**src/rtl/post_wbuf_pkg.sv**
```systemverilog
package post_wbuf_pkg;

   typedef enum logic [0:0] {
      FN_IDLE = 1'b0,
      FN_HELD = 1'b1
   } fence_state_e;

   function automatic int entry_width(input int aw, input int dw);
      return aw + dw + dw / 8;
   endfunction

endpackage

```
**src/rtl/post_wbuf_fifo.sv**
```systemverilog
module post_wbuf_fifo #(
   parameter int W     = 68,
   parameter int DEPTH = 4
) (
   input  logic         clk,
   input  logic         rst_n,
   input  logic         push,
   input  logic [W-1:0] push_data,
   input  logic         pop,
   output logic [W-1:0] head,
   output logic         full,
   output logic         empty
);

   generate
      if (DEPTH == 1) begin : g_single
         logic [W-1:0] hold_q;
         logic         filled_q;

         always_ff @(posedge clk or negedge rst_n) begin
            if (!rst_n) begin
               filled_q <= 1'b0;
            end else if (push) begin
               filled_q <= 1'b1;
            end else if (pop) begin
               filled_q <= 1'b0;
            end
         end

         always_ff @(posedge clk) begin
            if (push) begin
               hold_q <= push_data;
            end
         end

         assign head  = hold_q;
         assign full  = filled_q;
         assign empty = !filled_q;
      end else begin : g_ring
         localparam int PW = $clog2(DEPTH);
         localparam int CW = $clog2(DEPTH + 1);
         localparam logic [PW-1:0] PTR_LAST = PW'(DEPTH - 1);
         localparam logic [CW-1:0] CNT_FULL = CW'(DEPTH);

         logic [W-1:0]  slot_q [DEPTH];
         logic [PW-1:0] wr_ptr_q;
         logic [PW-1:0] rd_ptr_q;
         logic [CW-1:0] count_q;

         function automatic logic [PW-1:0] step(input logic [PW-1:0] p);
            return (p == PTR_LAST) ? '0 : p + 1'b1;
         endfunction

         always_ff @(posedge clk or negedge rst_n) begin
            if (!rst_n) begin
               wr_ptr_q <= '0;
               rd_ptr_q <= '0;
               count_q  <= '0;
            end else begin
               if (push) begin
                  wr_ptr_q <= step(wr_ptr_q);
               end
               if (pop) begin
                  rd_ptr_q <= step(rd_ptr_q);
               end
               if (push && !pop) begin
                  count_q <= count_q + 1'b1;
               end else if (pop && !push) begin
                  count_q <= count_q - 1'b1;
               end
            end
         end

         always_ff @(posedge clk) begin
            if (push) begin
               slot_q[wr_ptr_q] <= push_data;
            end
         end

         assign head  = slot_q[rd_ptr_q];
         assign full  = (count_q == CNT_FULL);
         assign empty = (count_q == '0);
      end
   endgenerate

endmodule

```
**src/rtl/post_wbuf_drain.sv**
```systemverilog
module post_wbuf_drain (
   input  logic clk,
   input  logic rst_n,
   input  logic empty,
   input  logic bus_ready,
   input  logic rsp_valid,
   output logic bus_valid,
   output logic pop,
   output logic outstanding
);

   logic busy_q;

   assign bus_valid   = !empty && !busy_q;
   assign pop         = bus_valid && bus_ready;
   assign outstanding = busy_q;

   always_ff @(posedge clk or negedge rst_n) begin
      if (!rst_n) begin
         busy_q <= 1'b0;
      end else if (pop) begin
         busy_q <= 1'b1;
      end else if (rsp_valid) begin
         busy_q <= 1'b0;
      end
   end

endmodule

```
**src/rtl/post_wbuf_fault.sv**
```systemverilog
module post_wbuf_fault
   import post_wbuf_pkg::*;
#(
   parameter int AW = 32
) (
   input  logic          clk,
   input  logic          rst_n,
   input  logic          rsp_valid,
   input  logic          rsp_err,
   input  logic [AW-1:0] pc_in,
   input  logic          aerr_ack,
   input  logic          drained,
   input  logic          fence_req,
   output logic          aerr_req,
   output logic [AW-1:0] aerr_pc,
   output logic          fence_done,
   output logic          fence_err
);

   logic          sticky_q;
   logic [AW-1:0] pc_q;
   logic          err_in;
   logic          capture;
   fence_state_e  fstate_q;
   logic          done_q;
   logic          ferr_q;

   assign err_in  = rsp_valid && rsp_err;
   assign capture = err_in && (!sticky_q || aerr_ack);

   always_ff @(posedge clk or negedge rst_n) begin
      if (!rst_n) begin
         sticky_q <= 1'b0;
         pc_q     <= '0;
      end else begin
         sticky_q <= (sticky_q && !aerr_ack) || err_in;
         if (capture) begin
            pc_q <= pc_in;
         end
      end
   end

   always_ff @(posedge clk or negedge rst_n) begin
      if (!rst_n) begin
         fstate_q <= FN_IDLE;
         done_q   <= 1'b0;
         ferr_q   <= 1'b0;
      end else begin
         done_q <= 1'b0;
         ferr_q <= 1'b0;
         case (fstate_q)
            FN_IDLE: begin
               if (fence_req && drained) begin
                  done_q   <= 1'b1;
                  ferr_q   <= sticky_q;
                  fstate_q <= FN_HELD;
               end
            end
            FN_HELD: begin
               if (!fence_req) begin
                  fstate_q <= FN_IDLE;
               end
            end
            default: fstate_q <= FN_IDLE;
         endcase
      end
   end

   assign aerr_req   = sticky_q;
   assign aerr_pc    = pc_q;
   assign fence_done = done_q;
   assign fence_err  = ferr_q;

endmodule

```
**src/rtl/post_wbuf.sv**
```systemverilog
module post_wbuf
   import post_wbuf_pkg::*;
#(
   parameter int AW                 = 32,
   parameter int DW                 = 32,
   parameter int DEPTH              = 4,
   parameter bit FENCE_HOLDS_STORES = 1'b1
) (
   input  logic            clk,
   input  logic            rst_n,
   input  logic            st_valid,
   output logic            st_ready,
   input  logic [AW-1:0]   st_addr,
   input  logic [DW-1:0]   st_data,
   input  logic [DW/8-1:0] st_be,
   input  logic [AW-1:0]   pc_in,
   output logic            bus_valid,
   input  logic            bus_ready,
   output logic [AW-1:0]   bus_addr,
   output logic [DW-1:0]   bus_data,
   output logic [DW/8-1:0] bus_be,
   input  logic            rsp_valid,
   input  logic            rsp_err,
   input  logic            fence_req,
   output logic            fence_done,
   output logic            fence_err,
   output logic            aerr_req,
   output logic [AW-1:0]   aerr_pc,
   input  logic            aerr_ack
);

   localparam int BW = DW / 8;
   localparam int EW = entry_width(AW, DW);

   generate
      if (DW % 8 != 0 || DW < 8) begin : g_bad_dw
         $error("post_wbuf: DW must be a positive multiple of 8");
      end
      if (AW < 1) begin : g_bad_aw
         $error("post_wbuf: AW must be at least 1");
      end
      if (DEPTH < 1) begin : g_bad_depth
         $error("post_wbuf: DEPTH must be at least 1");
      end
   endgenerate

   logic          full;
   logic          empty;
   logic          push;
   logic          pop;
   logic          outstanding;
   logic [EW-1:0] head;
   logic          accept_ok;

   generate
      if (FENCE_HOLDS_STORES) begin : g_fence_gate
         assign accept_ok = !full && !fence_req;
      end else begin : g_no_gate
         assign accept_ok = !full;
      end
   endgenerate

   assign st_ready = accept_ok;
   assign push     = st_valid && accept_ok;

   post_wbuf_fifo #(
      .W     (EW),
      .DEPTH (DEPTH)
   ) u_fifo (
      .clk       (clk),
      .rst_n     (rst_n),
      .push      (push),
      .push_data ({st_addr, st_data, st_be}),
      .pop       (pop),
      .head      (head),
      .full      (full),
      .empty     (empty)
   );

   assign bus_addr = head[EW-1 -: AW];
   assign bus_data = head[BW +: DW];
   assign bus_be   = head[BW-1:0];

   post_wbuf_drain u_drain (
      .clk         (clk),
      .rst_n       (rst_n),
      .empty       (empty),
      .bus_ready   (bus_ready),
      .rsp_valid   (rsp_valid),
      .bus_valid   (bus_valid),
      .pop         (pop),
      .outstanding (outstanding)
   );

   post_wbuf_fault #(
      .AW (AW)
   ) u_fault (
      .clk        (clk),
      .rst_n      (rst_n),
      .rsp_valid  (rsp_valid),
      .rsp_err    (rsp_err),
      .pc_in      (pc_in),
      .aerr_ack   (aerr_ack),
      .drained    (empty && !outstanding),
      .fence_req  (fence_req),
      .aerr_req   (aerr_req),
      .aerr_pc    (aerr_pc),
      .fence_done (fence_done),
      .fence_err  (fence_err)
   );

endmodule

```
**config.mk**
```make
export PLATFORM = sky130hd
export DESIGN_NAME = post_wbuf
export DESIGN_NICKNAME = d
export VERILOG_FILES = /design/src/rtl/post_wbuf_pkg.sv /design/src/rtl/post_wbuf_fifo.sv /design/src/rtl/post_wbuf_drain.sv /design/src/rtl/post_wbuf_fault.sv /design/src/rtl/post_wbuf.sv
export SDC_FILE = /design/constraint.sdc
export NUM_CORES = 1
export LEC_CHECK = 0
export CAP_MARGIN = 10
export CORE_MARGIN = 2
export CORE_UTILIZATION = 52
export DETAILED_ROUTE_END_ITERATION = 12
export GPL_TIMING_DRIVEN = 0
export PLACE_DENSITY = 0.81
export RECOVER_POWER = 50
export SLEW_MARGIN = 20
export SYNTH_ARGS = -nofsm -noshare
export SYNTH_HDL_FRONTEND = slang
export SYNTH_SLANG_ARGS = --single-unit
```
**constraint.sdc**
```tcl
create_clock -name clk -period 3.4 [get_ports clk]
set_input_delay 0.68 -clock clk [delete_from_list [all_inputs] [get_ports clk]]
set_output_delay 0.68 -clock clk [all_outputs]
set_load 0.1 [all_outputs]
```
==> results <==
- The total core area is roughly 22,000 µm².
- Post-CTS timing repair inserted 0 buffers for setup.
- In this run, CTS created clock tree buffers numbering 31.
- From left edge to right edge, the die measures around 150 µm.
- For this run the aggregate overflow at the end of global routing stands at 0.
- The area of the mapped netlist is 11,600 µm².
- The top cell types in the final layout, fill and taps aside, are edfxtp_1 (272), clkdlybuf4s50_1 (73), dlygate4sd3_1 (70).
- The count of mapped cells out of synthesis is ~480.
- Setup violations remaining at the end of the flow were counted as 0.
- The library cell used most frequently in the layout, excluding fill and tap cells, is edfxtp_1.
- The maximum frequency from static timing analysis is a little over 300 MHz.
- The type of the setup path with the least slack is primary input to output pin.
- The number of slew-limit violations in the final report is 0.
- The number of buffers on the longest clock path is 3.
- The shortest period the worst path allows is 3.26 ns.
- In this run the number of H-tree levels came out at 1.
- The net count of the finished layout is approximately 840.
- The routed wirelength normalized by instance count is around 22 µm.
- The yosys synthesis warning count is 0.
- After routing the design area is around 15,000 µm².
- The startpoint type of the worst setup path is a primary input.
- The top fanout value on the critical path is 4.
- The run finished with clean final reports.
- The pin count of the biggest net entering global routing is 48.
- TritonCTS built the clock tree.
- The max capacitance violation total is 0.
- The worst path arrival time is ~2.6 ns.
- The global-route usage over all layers is 19.0%.
- The routability-driven placement congestion ratio is ~0.8.
- The clock arrives with roughly 0.0085 ns of skew.
- In this run, the number of DRC markers left after iteration 0 of detailed routing was 323.
- The remaining antenna violation count is 0.
- For this run, the register share of the synthesized area comes to 79.7%.
- Buffers inserted to repair hold after CTS numbered 0.
- The wire-length estimate of the detail-placed layout is approximately 15,000 µm.
- The boundary pin count is about 210.
- The clock transition at the registers of the reported paths is roughly 0.060 ns.
- The synthesized netlist devotes less than 1% of its cell area to adder and majority cells.
- In this run the worst hold path is classified as primary input to async pin.
- Once placement finished, the instance area stood at approximately 14,000 µm².
- The fraction of the mapped netlist area in compound gates is less than 1%.
- The mux contribution to synthesized area is 16.8%.
- The final-report hold violation count is 0.
- The initial antenna violation count is 2.
- The overall die height is 154 µm.
- The actual slew at the worst max-slew pin is about 1.3 ns.
- The later-pin clock latency in the skew report is around 0.54 ns.
- For the worst setup path, the data required time is 2.72 ns.
- The synthesized net count is a little under 600.
- The number of global-route vias before repair is between 6,000 and 7,000.
- The simple-gate area share of the yosys netlist is less than 1%.
- Of the available clock period, the critical path in the final layout requires between 90 and 100%.
- By area, the combinational part of the netlist is dominated by multiplexers.
- The fraction of layout cells with a size suffix above 1 is between 20% and 30%.
- The final wirelength is about 22,000 µm.
- The post-detailed-route via-to-cell ratio is around 5.4.
- The number of distinct library cells after synthesis is 26.
- The capturing element type of the critical path is an output pin.
- The average size of a mapped cell is about 24 µm².
- The total die area is between 20,000 and 25,000 µm².
- The layout overhead on the synthesized area is 30.4%.
- The cell sitting at the root of the clock tree is a clkbuf_16.
- The total via count after detailed routing is 5,611.
- Row generation in the floorplan step produced between 50 and 60 rows.
- Measured against its own limit, the worst slew margin works out to around 11%.
- Counting flops and latches in the post-synthesis netlist gives 316.
- The pre-antenna-repair detailed-routing pass consisted of 4 iterations.
- The CTS sink count is approximately 320.
- The starting density of the core is 53.1%.
- The detailed-route DRC error count is 0.
- The count of buffers from port buffering is 212.
- The xor/xnor cell area share of the yosys netlist is less than 1%.
- The first global-routing pass estimated roughly 34,000 µm of wire.
- Setup repair after global routing left no endpoint under its margin.
## cell usage after synthesis, drive strengths merged
cell	n	area share, %
edfxtp	272	70
mux4	68	13
dfrtp	44	9.5
mux2	37	3.6
buf	14	0.73
and2	7	0.40
inv	7	0.23
ha	6	0.65
clkbuf	5	0.16
nor2	4	0.13
a21oi	3	0.19
o21ai	2	0.086
xor2	2	0.15
a21o	1	0.065
fa	1	0.17
nand2	1	0.032
nand2b	1	0.054
nor2b	1	0.054
nor4b	1	0.20
or3	1	0.097
xnor2	1	0.075
## area by class of cell
class                   instances  area, µm²
clock buffers                  46        852
well taps                     280        350
plain buffers                  19        100
repair buffers                217       2260
multi-input cells             137       2200
diodes                          1       2.50
flip-flops and latches        316       9270
inverters                       7       26.3
fillers                      1350       6720
clock inverters                11        104
## registers in the layout (all words and copies together) (netlist names)
signal	cells
u_fault.fstate_q	1
u_fault.fence_done	1
u_fault.aerr_pc	32
u_fault.fence_err	1
u_fifo.g_ring.wr_ptr_q	2
u_drain.outstanding	1
u_fifo.g_ring.count_q	3
u_fifo.g_ring.rd_ptr_q	2
u_fault.aerr_req	1
u_fifo.g_ring.slot_q	272
## metal layers
metal	up-vias	track usage (%)	share of wire (%)
met3	35	5.52	8.1
met5	-	0	0.058
met2	236	32.7	51
li1	2480	-	-
met4	2	4.46	1.8
met1	2858	24.2	39
## critical path: stages
cell,delay [ns]
dlygate4sd3_1,0.59
a21oi_1,0.14
clkdlybuf4s50_1,1.17
## per-stage QoR
step                hold slack [ns]  util [%]  setup WS [ns]  TNS (ns)  cells
floorplan                     0.384         -          0.296         0    479
global placement              0.472      64.4          -1.35   -365.09    971
detailed placement            0.489      65.1         0.0330         0    976
CTS                          0.0919      69.7         0.0441         0   1033
global route                  0.375      69.3       0.000611         0   1033
finish                        0.301      69.3          0.136         0   1034
## worst paths after layout
check | start | to | slack, ns | depth (start not counted)
max in group asynchronous | rst_n | u_fault.aerr_pc[12] | 1.34 | 2
max | fence_req | st_ready | 0.14 | 3
min reg2reg | u_fault.fstate_q | u_fault.fence_done | 0.48 | 1
min | rst_n | u_fault.aerr_pc[22] | 0.30 | 1
min in group clk | u_fault.fstate_q | u_fault.fence_done | 0.48 | 1
max reg2reg | u_fifo.g_ring.count_q[0] | u_fifo.g_ring.slot_q[3][32] | 1.01 | 4
## cells by family after synthesis
family	after synthesis
xor+xnor	3
simple gates	16
compound gates	6
flops	316
buf+inv	26
fa+ha+maj	7
mux	105
## timing repair
item | in CTS | in global routing
endpoints found under the hold margin | 0 | 0
gates resized for setup | 186 | 10
endpoints found under the setup margin | 68 | 5
Power is left out: the tool's default activity adds up to more than one toggle a clock period on the data nets, which glitch-free logic cannot reach.
